`src/rtl/host_regif_pkg.sv`:
```
package host_regif_pkg;

  typedef enum logic [1:0] {
    LOC_RESULT = 2'd0,
    LOC_GAIN   = 2'd1,
    LOC_OFFSET = 2'd2,
    LOC_CTRL   = 2'd3
  } loc_e;

  // first member is the most significant bit (bit 13)
  typedef struct packed {
    logic       pwr_down;
    logic       ext_ref;
    logic       fmt_twos;
    logic [2:0] test_mode;
    logic       ofs_bypass;
    logic       irq_pol;
    logic       ovf_pol;
    logic       fifo_en;
    logic [3:0] thresh;
  } ctrl_t;

endpackage

```
`src/rtl/regif_strobe.sv`:
```
module regif_strobe (
  input  logic clk,
  input  logic rst,
  input  logic cs_n,
  input  logic wr_n,
  input  logic oe_n,
  output logic wr_evt,
  output logic rd_start,
  output logic rd_active
);
  logic wr_q;
  logic oe_q;

  always_ff @(posedge clk) begin
    if (rst) begin
      wr_q <= 1'b1;
      oe_q <= 1'b1;
    end else begin
      wr_q <= wr_n;
      oe_q <= oe_n;
    end
  end

  always_comb begin
    wr_evt    = !wr_q && wr_n && !cs_n;
    rd_active = !oe_n && !cs_n;
    rd_start  = oe_q && rd_active;
  end

endmodule

```
`src/rtl/regif_bank.sv`:
```
module regif_bank
  import host_regif_pkg::*;
#(
  parameter int DATA_W = 14,
  parameter int GAIN_W = 3,
  parameter int OFS_W  = 8
) (
  input  logic              clk,
  input  logic              rst,
  input  logic              wr_evt,
  input  logic [1:0]        wr_addr,
  input  logic [DATA_W-1:0] wr_data,
  output logic [GAIN_W-1:0] gain_q,
  output logic [OFS_W-1:0]  ofs_q,
  output ctrl_t             ctrl_q,
  output logic [DATA_W-1:0] gain_rb,
  output logic [DATA_W-1:0] ofs_rb,
  output logic [DATA_W-1:0] ctrl_rb
);
  localparam int CTRL_W = $bits(ctrl_t);

  always_ff @(posedge clk) begin
    if (rst) begin
      gain_q <= '0;
      ofs_q  <= '0;
      ctrl_q <= '0;
    end else if (wr_evt) begin
      case (loc_e'(wr_addr))
        LOC_GAIN:   gain_q <= wr_data[GAIN_W-1:0];
        LOC_OFFSET: ofs_q  <= wr_data[OFS_W-1:0];
        LOC_CTRL:   ctrl_q <= ctrl_t'(wr_data[CTRL_W-1:0]);
        default:    ;
      endcase
    end
  end

  // zero-extend each register onto the full bus width
  always_comb begin
    gain_rb = '0;
    ofs_rb  = '0;
    ctrl_rb = '0;
    gain_rb[GAIN_W-1:0] = gain_q;
    ofs_rb[OFS_W-1:0]   = ofs_q;
    ctrl_rb[CTRL_W-1:0] = ctrl_q;
  end

  // a write aimed at the result location leaves every register untouched
  a_r4_result_wr_ignored: assert property (@(posedge clk) disable iff (rst)
    (wr_evt && wr_addr == 2'd0) |=> ($stable(gain_q) && $stable(ofs_q) && $stable(ctrl_q)));

endmodule

```
`src/rtl/regif_read.sv`:
```
module regif_read
  import host_regif_pkg::*;
#(
  parameter int DATA_W = 14
) (
  input  logic              clk,
  input  logic              rst,
  input  logic              rd_start,
  input  logic              rd_active,
  input  logic [1:0]        addr,
  input  logic [DATA_W-1:0] result_in,
  input  logic [DATA_W-1:0] gain_rb,
  input  logic [DATA_W-1:0] ofs_rb,
  input  logic [DATA_W-1:0] ctrl_rb,
  output logic [DATA_W-1:0] dout,
  output logic              dout_en,
  output logic              pop
);
  logic [DATA_W-1:0] sel;

  always_comb begin
    case (loc_e'(addr))
      LOC_RESULT: sel = result_in;
      LOC_GAIN:   sel = gain_rb;
      LOC_OFFSET: sel = ofs_rb;
      default:    sel = ctrl_rb;
    endcase
  end

  always_ff @(posedge clk) begin
    if (rst) begin
      dout    <= '0;
      dout_en <= 1'b0;
      pop     <= 1'b0;
    end else begin
      dout_en <= rd_active;
      dout    <= rd_active ? sel : '0;
      pop     <= rd_start && (addr == 2'd0);
    end
  end

  // a pop never lasts longer than one cycle
  a_r8_pop_single: assert property (@(posedge clk) disable iff (rst)
    pop |=> !pop);

  // a pop only happens during an enabled read
  a_r8_pop_in_read: assert property (@(posedge clk) disable iff (rst)
    pop |-> dout_en);

  // the bus word is quiet whenever the drivers are off
  a_r10_quiet_bus: assert property (@(posedge clk) disable iff (rst)
    !dout_en |-> (dout == '0));

endmodule

```
`src/rtl/host_regif.sv`:
```
module host_regif
  import host_regif_pkg::*;
#(
  parameter int DATA_W = 14,
  parameter int GAIN_W = 3,
  parameter int OFS_W  = 8,
  parameter int TM_W   = 3,
  parameter int THR_W  = 4
) (
  input  logic              clk,
  input  logic              rst,
  input  logic              cs_n,
  input  logic              wr_n,
  input  logic              oe_n,
  input  logic [1:0]        addr,
  input  logic [DATA_W-1:0] din,
  input  logic [DATA_W-1:0] result_in,
  output logic [DATA_W-1:0] dout,
  output logic              dout_en,
  output logic              pop,
  output logic [GAIN_W-1:0] gain_code,
  output logic [OFS_W-1:0]  offset_val,
  output logic              pwr_down,
  output logic              ext_ref,
  output logic              fmt_twos,
  output logic [TM_W-1:0]   test_mode,
  output logic              test_active,
  output logic              ofs_bypass,
  output logic              irq_pol,
  output logic              ovf_pol,
  output logic              fifo_en,
  output logic [THR_W-1:0]  thresh
);
  logic              wr_evt, rd_start, rd_active;
  ctrl_t             ctrl_q;
  logic [DATA_W-1:0] gain_rb, ofs_rb, ctrl_rb;

  regif_strobe u_strobe (
    .clk       (clk),
    .rst       (rst),
    .cs_n      (cs_n),
    .wr_n      (wr_n),
    .oe_n      (oe_n),
    .wr_evt    (wr_evt),
    .rd_start  (rd_start),
    .rd_active (rd_active)
  );

  regif_bank #(.DATA_W(DATA_W), .GAIN_W(GAIN_W), .OFS_W(OFS_W)) u_bank (
    .clk     (clk),
    .rst     (rst),
    .wr_evt  (wr_evt),
    .wr_addr (addr),
    .wr_data (din),
    .gain_q  (gain_code),
    .ofs_q   (offset_val),
    .ctrl_q  (ctrl_q),
    .gain_rb (gain_rb),
    .ofs_rb  (ofs_rb),
    .ctrl_rb (ctrl_rb)
  );

  regif_read #(.DATA_W(DATA_W)) u_read (
    .clk       (clk),
    .rst       (rst),
    .rd_start  (rd_start),
    .rd_active (rd_active),
    .addr      (addr),
    .result_in (result_in),
    .gain_rb   (gain_rb),
    .ofs_rb    (ofs_rb),
    .ctrl_rb   (ctrl_rb),
    .dout      (dout),
    .dout_en   (dout_en),
    .pop       (pop)
  );

  always_comb begin
    pwr_down    = ctrl_q.pwr_down;
    ext_ref     = ctrl_q.ext_ref;
    fmt_twos    = ctrl_q.fmt_twos;
    test_mode   = ctrl_q.test_mode;
    ofs_bypass  = ctrl_q.ofs_bypass;
    irq_pol     = ctrl_q.irq_pol;
    ovf_pol     = ctrl_q.ovf_pol;
    fifo_en     = ctrl_q.fifo_en;
    thresh      = ctrl_q.thresh;
    // codes x00 select normal operation
    test_active = |ctrl_q.test_mode[TM_W-2:0];
  end

  // with chip select high, a write strobe leaves the gain code alone
  a_r3_cs_gates_write: assert property (@(posedge clk) disable iff (rst)
    cs_n |=> $stable(gain_code));

endmodule

```
`config.mk`:
```
export PLATFORM = sky130hd
export DESIGN_NAME = host_regif
export DESIGN_NICKNAME = d
export VERILOG_FILES = /design/src/rtl/host_regif_pkg.sv /design/src/rtl/regif_strobe.sv /design/src/rtl/regif_bank.sv /design/src/rtl/regif_read.sv /design/src/rtl/host_regif.sv
export SDC_FILE = /design/constraint.sdc
export NUM_CORES = 1
export LEC_CHECK = 0
export ABC_AREA = 1
export BUFFER_PORTS_ARGS = -buffer_cell sky130_fd_sc_hd__buf_2
export CORE_AREA = 4 4 72 74
export DETAILED_ROUTE_END_ITERATION = 7
export DIE_AREA = 0 0 76 78
export PLACE_DENSITY = 0.92
export SKIP_CTS_REPAIR_TIMING = 1
export SLEW_MARGIN = 10
export SYNTH_ARGS = -nofsm -noshare
export SYNTH_HDL_FRONTEND = slang
export SYNTH_HIERARCHICAL = 1
export SYNTH_SLANG_ARGS = --single-unit
```
`constraint.sdc`:
```
create_clock -name clk -period 2.2 [get_ports clk]
set_clock_uncertainty 0.05 [all_clocks]
set_input_delay 0.11 -clock clk [delete_from_list [all_inputs] [get_ports clk]]
set_output_delay 0.11 -clock clk [all_outputs]
set_load 0.02 [all_outputs]
```
Yosys cells after proc, flatten, opt, wreduce, memory -nomap -nowiden
Cells that the tools add are included.

Input port bits: 35. Register bits: 43. Output and inout bits: 42. Word-level logic and storage cells: 35.

Reductions and logical operators: 14. Eq/ne operators: 3. Bitwise operators: 1. Mux-type cells: 1.

Operators by type and width (number): $pmux W14 S3 (1); $reduce_and A2 Y1 (3); $logic_and A1 B1 Y1 (5); $eq A2 B2 Y1 const B (2); $reduce_or A2 Y1 (2); $logic_not A1 Y1 (3); $eq A2 B1 Y1 const B (1); $logic_not A2 Y1 (1); $not A1 Y1 (1).

Longest topological paths before layout
Depth in word-level cells: 4. Depth in mapped cells: 8. Depth with buffers taken out: 7.

By module
The synthesis kept the hierarchy.

By module, submodules not included: regif_bank (area an instance 1373.8 um2, instances 1, sequential area each 500.5 um2, cells each 204); regif_read (area an instance 888.4 um2, instances 1, sequential area each 320.3 um2, cells each 144); regif_strobe (area an instance 82.6 um2, instances 1, sequential area each 40.0 um2, cells each 12); host_regif (area an instance 11.3 um2, instances 1, sequential area each 0.0 um2, cells each 3).

Least setup slack after synthesis
No wires, ideal clock.

Path kind: reg2reg. Start: register u_strobe.wr_q. End: register u_bank/ctrl_q[0] (netlist name). Setup slack: 1040 ps. Setup time: 113 ps. Data required time: 2037 ps. Buffers on the path: 1. Stages on the path, launching flop included: 6. Arrival: 998 ps. Clock period less this slack: 1160 ps. Cell sequence: dfxtp_1 > nor2_1 > nand3_4 > buf_2 > nor2_1 > nor2_1.

Cells in the longest elaborated chain, start to end: 4.

RTL lines: start, declared (line regif_strobe.sv:11) `logic wr_q;`; start signal, assigned (line regif_strobe.sv:19) `wr_q <= wr_n;`; $logic_not A1 Y1 (line regif_strobe.sv:25) `wr_evt = !wr_q && wr_n && !cs_n;`; $logic_and A1 B1 Y1 (2 in a row) (line regif_strobe.sv:25); via wr_evt (line host_regif.sv:34) `logic wr_evt, rd_start, rd_active;`; $reduce_and A2 Y1 (no line).

The timed path passes the listed nets, and every way through them passes these cells. A chain may end at the register's enable or synchronous reset.

Worst setup path after layout
Start: input port wr_n. End: register u_bank.ofs_q[2].

Cells in the longest elaborated chain, start to end: 3.

RTL lines: start, declared (line host_regif.sv:13) `input logic wr_n,`; $logic_and A1 B1 Y1 (2 in a row) (line regif_strobe.sv:25); via wr_evt (line host_regif.sv:34); $reduce_and A2 Y1 (no line); end signal, assigned (line regif_bank.sv:30) `LOC_OFFSET: ofs_q <= wr_data[OFS_W-1:0];`; end, declared (line regif_bank.sv:14) `output logic [OFS_W-1:0] ofs_q,`.

The timed path passes the listed nets, and every way through them passes these cells.

==> impl_results.md <==
* Outcome: finished with violations
* Failing checks: negative hold slack
* Cells after Synth at 363
* Pre-CTS WS at 0.821 ns
* Cell variety after synth at 19
* Fin. Hold Viols at 3
* CTS clk-pin slew, worst paths at 0.08 ns
* GRT Total Usage at 0.180
* Die ar. at 0.00593 mm^2
* Mapped Area at 0.00236 mm^2
* Commonest non-fill, non-tap cell in the layout: nand2_1
* Die height at 78 um
* Synthesized flop and latch total at 43
* Fillers at 432
* PD cells at 614 mW/mm^2
* Core area at 0.00460 mm^2
* Synth warn at 6
* Final setup fails at 0
* Iteration-0 DRC Markers at 211
* R2r setup slk at 0.82 ns
* I/O pins at 77
* Area delta synth->final at 12.1%
* Hold path startpoint: din[12]
* Hold WS at -0.0135 ns
* CTS tree: done
* Reg2reg path depth at 4
* Vias in the first global route at 2020
* Setup crit start kind: primary input
* Main area contributors after synthesis: dfxtp_1 (37%), buf_4 (14%), nand2_1 (13%)
* Min-Delay Path Class: primary input to flip-flop
* Chip width at 76 um
* CP endpoint kind: flip-flop
* Net count, final at 449
* Dpl hpwl at 3840 um
* Register area share after synthesis at 0.365
* Switching Share at 0.241
* Class of the most critical setup path: primary input to flip-flop
* Worst hold path cell count at 3
* Largest net degree at the start of global routing at 29
* Peak VDD IR at 0.371 mV
* Internal power at 1230 uW
* Clock sinks at 43
* Detailed-route DRC error count at 0
* Buffers added on ports at 76
* Total Wirelength at 5270 um
* Worst hold endpoint: u_bank/ctrl_q[12]$_SDFFE_PP0P_
* RSZ-0062 raised after global routing: no
* Initial Util at 0.512
* H-Tree Depth at 2
* Slew Limit Fails at 0
* Max-cap violations at 0
* Share of layout cells above drive strength 1 at 0.227
* Initial antenna violation count at 0
* FP Rows at 25
* Vias at 2098
* ANT cells at 0
* Final RePlAce weighted congestion at 0.850
* CTS Buf Count at 5
* Clk_lat worst skew at 0.30 ns
* Worst R2R Start: u_strobe/wr_q$_SDFF_PP1_
* Final worst setup slack at 0.653 ns
* CP required at 2.34 ns
* Avg Inst Size Synth at 6.49 um^2
* Routed Antenna Nets at 0
* P_sw at 391 uW
* Critical path data arrival time at 1.69 ns
* Maximum root-to-sink buffer count at 2
* GRT overflow at 0
* Clock root cell: clkbuf_8
* Final std cells w/o fill at 469
* Vias per std cell at 4.47
* CP Max Fanout at 16
* Seq pwr share at 0.494
* Clock power frac at 0.392
* Static leakage at 0.00164 uW
* Total negative setup slack at 0 ns
* First-pass GRT wire length at 8800 um
* Reg2reg end: u_bank/ofs_q[2]$_SDFFE_PP0P_
* Yosys top cell area share at 0.365
* Routed WL per cell at 11.2 um
* DRT Pass-1 Iters at 4
* Most area-hungry cell type in the Yosys netlist: dfxtp_1
* Tmin final at 1.55 ns
* Fmax at 647 MHz
* Origin of the worst setup path: wr_n
* Period utilisation layout at 0.703
* Combinational Power Share at 0.113
* Placed cell count at 455
* Most frequent cells in the layout: nand2_1 (81), nor2_1 (80), buf_2 (76), inv_1 (49), dfxtp_1 (43)
==> through the flow <==
| step | cell area (um^2) | util | power, uW |
|---|---|---|---|
| 3_5_place_dp | 2460 | 0.536 | 991 |
| 6_report | 2640 | 0.574 | 1620 |
| 5_1_grt | 2640 | 0.574 | 1690 |
| 2_1_floorplan | 2420 | - | 958 |
| 3_3_place_gp | 2460 | 0.536 | 988 |
| 4_1_cts | 2580 | 0.561 | 1620 |
==> power groups by stage <==
stage | Clock [uW] | Combinational (uW) | Sequential, uW
finish | 636 | 184 | 801
global route | 676 | 207 | 802
CTS | 647 | 174 | 801
detailed placement | 0 | 172 | 819
global placement | 0 | 169 | 819
floorplan | 0 | 123 | 835
==> flip-flops by register name, indices dropped and copies added (netlist names) <==
name and count:
u_bank/ctrl_q 14, u_read/dout 14, u_bank/ofs_q 8, u_bank/gain_q 3
u_read/dout_en 1, u_read/pop 1, u_strobe/oe_q 1, u_strobe/wr_q 1
==> worst max-delay path, cell delays in order <==
cell and delay, ns:
dlygate4sd3_1 0.52, buf_2 0.10, nand2_1 0.05, nor2_1 0.30, nand3_2 0.35, nor2_1 0.20
nor2_1 0.06
==> layout make-up <==
cell class,instances,area [um^2],share of cell area
Clock buffer,6,82.6,0.0313
Clock inverter,2,35.0,0.0133
Inverter,52,195,0.0739
Multi-Input combinational cell,230,960,0.363
Sequential cell,43,861,0.326
Tap cell,54,67.6,0.0256
Timing Repair Buffer,82,440,0.167
==> cell families after synthesis <==
logic type             after synthesis  synth area share
buffers and inverters              106             0.253
flip-flops                          43             0.365
AND/OR/NAND/NOR                    199             0.351
AO/OA/AOI/OAI                       14            0.0297
other                                1           0.00159
==> Yosys cell counts <==
library cell / count
nand3_4: 1
o21ai_0: 8
buf_4: 45
nor2_2: 1
inv_2: 3
inv_1: 49
nand2_1: 81
buf_6: 3
o21ai_1: 6
nand3_2: 1
dfxtp_1: 43
clkbuf_1: 1
or2_1: 2
nand3_1: 29
nor2_1: 80
buf_2: 5
nor2_4: 1
nand2_2: 3
conb_1: 1
==> worst max path at each step <==
stage,to,slack (ns),cells past startpoint
6_report,u_bank/ofs_q[2]$_SDFFE_PP0P_,0.65,7
2_1_floorplan,u_bank/ctrl_q[0]$_SDFFE_PP0P_,1.04,5
4_1_cts,u_bank/ofs_q[2]$_SDFFE_PP0P_,0.82,4
3_5_place_dp,u_bank/ofs_q[4]$_SDFFE_PP0P_,0.82,7
5_1_grt,u_bank/ofs_q[3]$_SDFFE_PP0P_,0.50,8
3_3_place_gp,u_bank/ofs_q[4]$_SDFFE_PP0P_,0.85,7
==> metal layers <==
metal	global-route usage	wire, um	vias up
li1	-	-	1124
met1	0.193	2200	885
met2	0.302	2500	79
met3	0.0766	453	10
met4	0.0872	108	0
met5	0	0	-
Note: power is estimated with default switching activity, not from simulation.
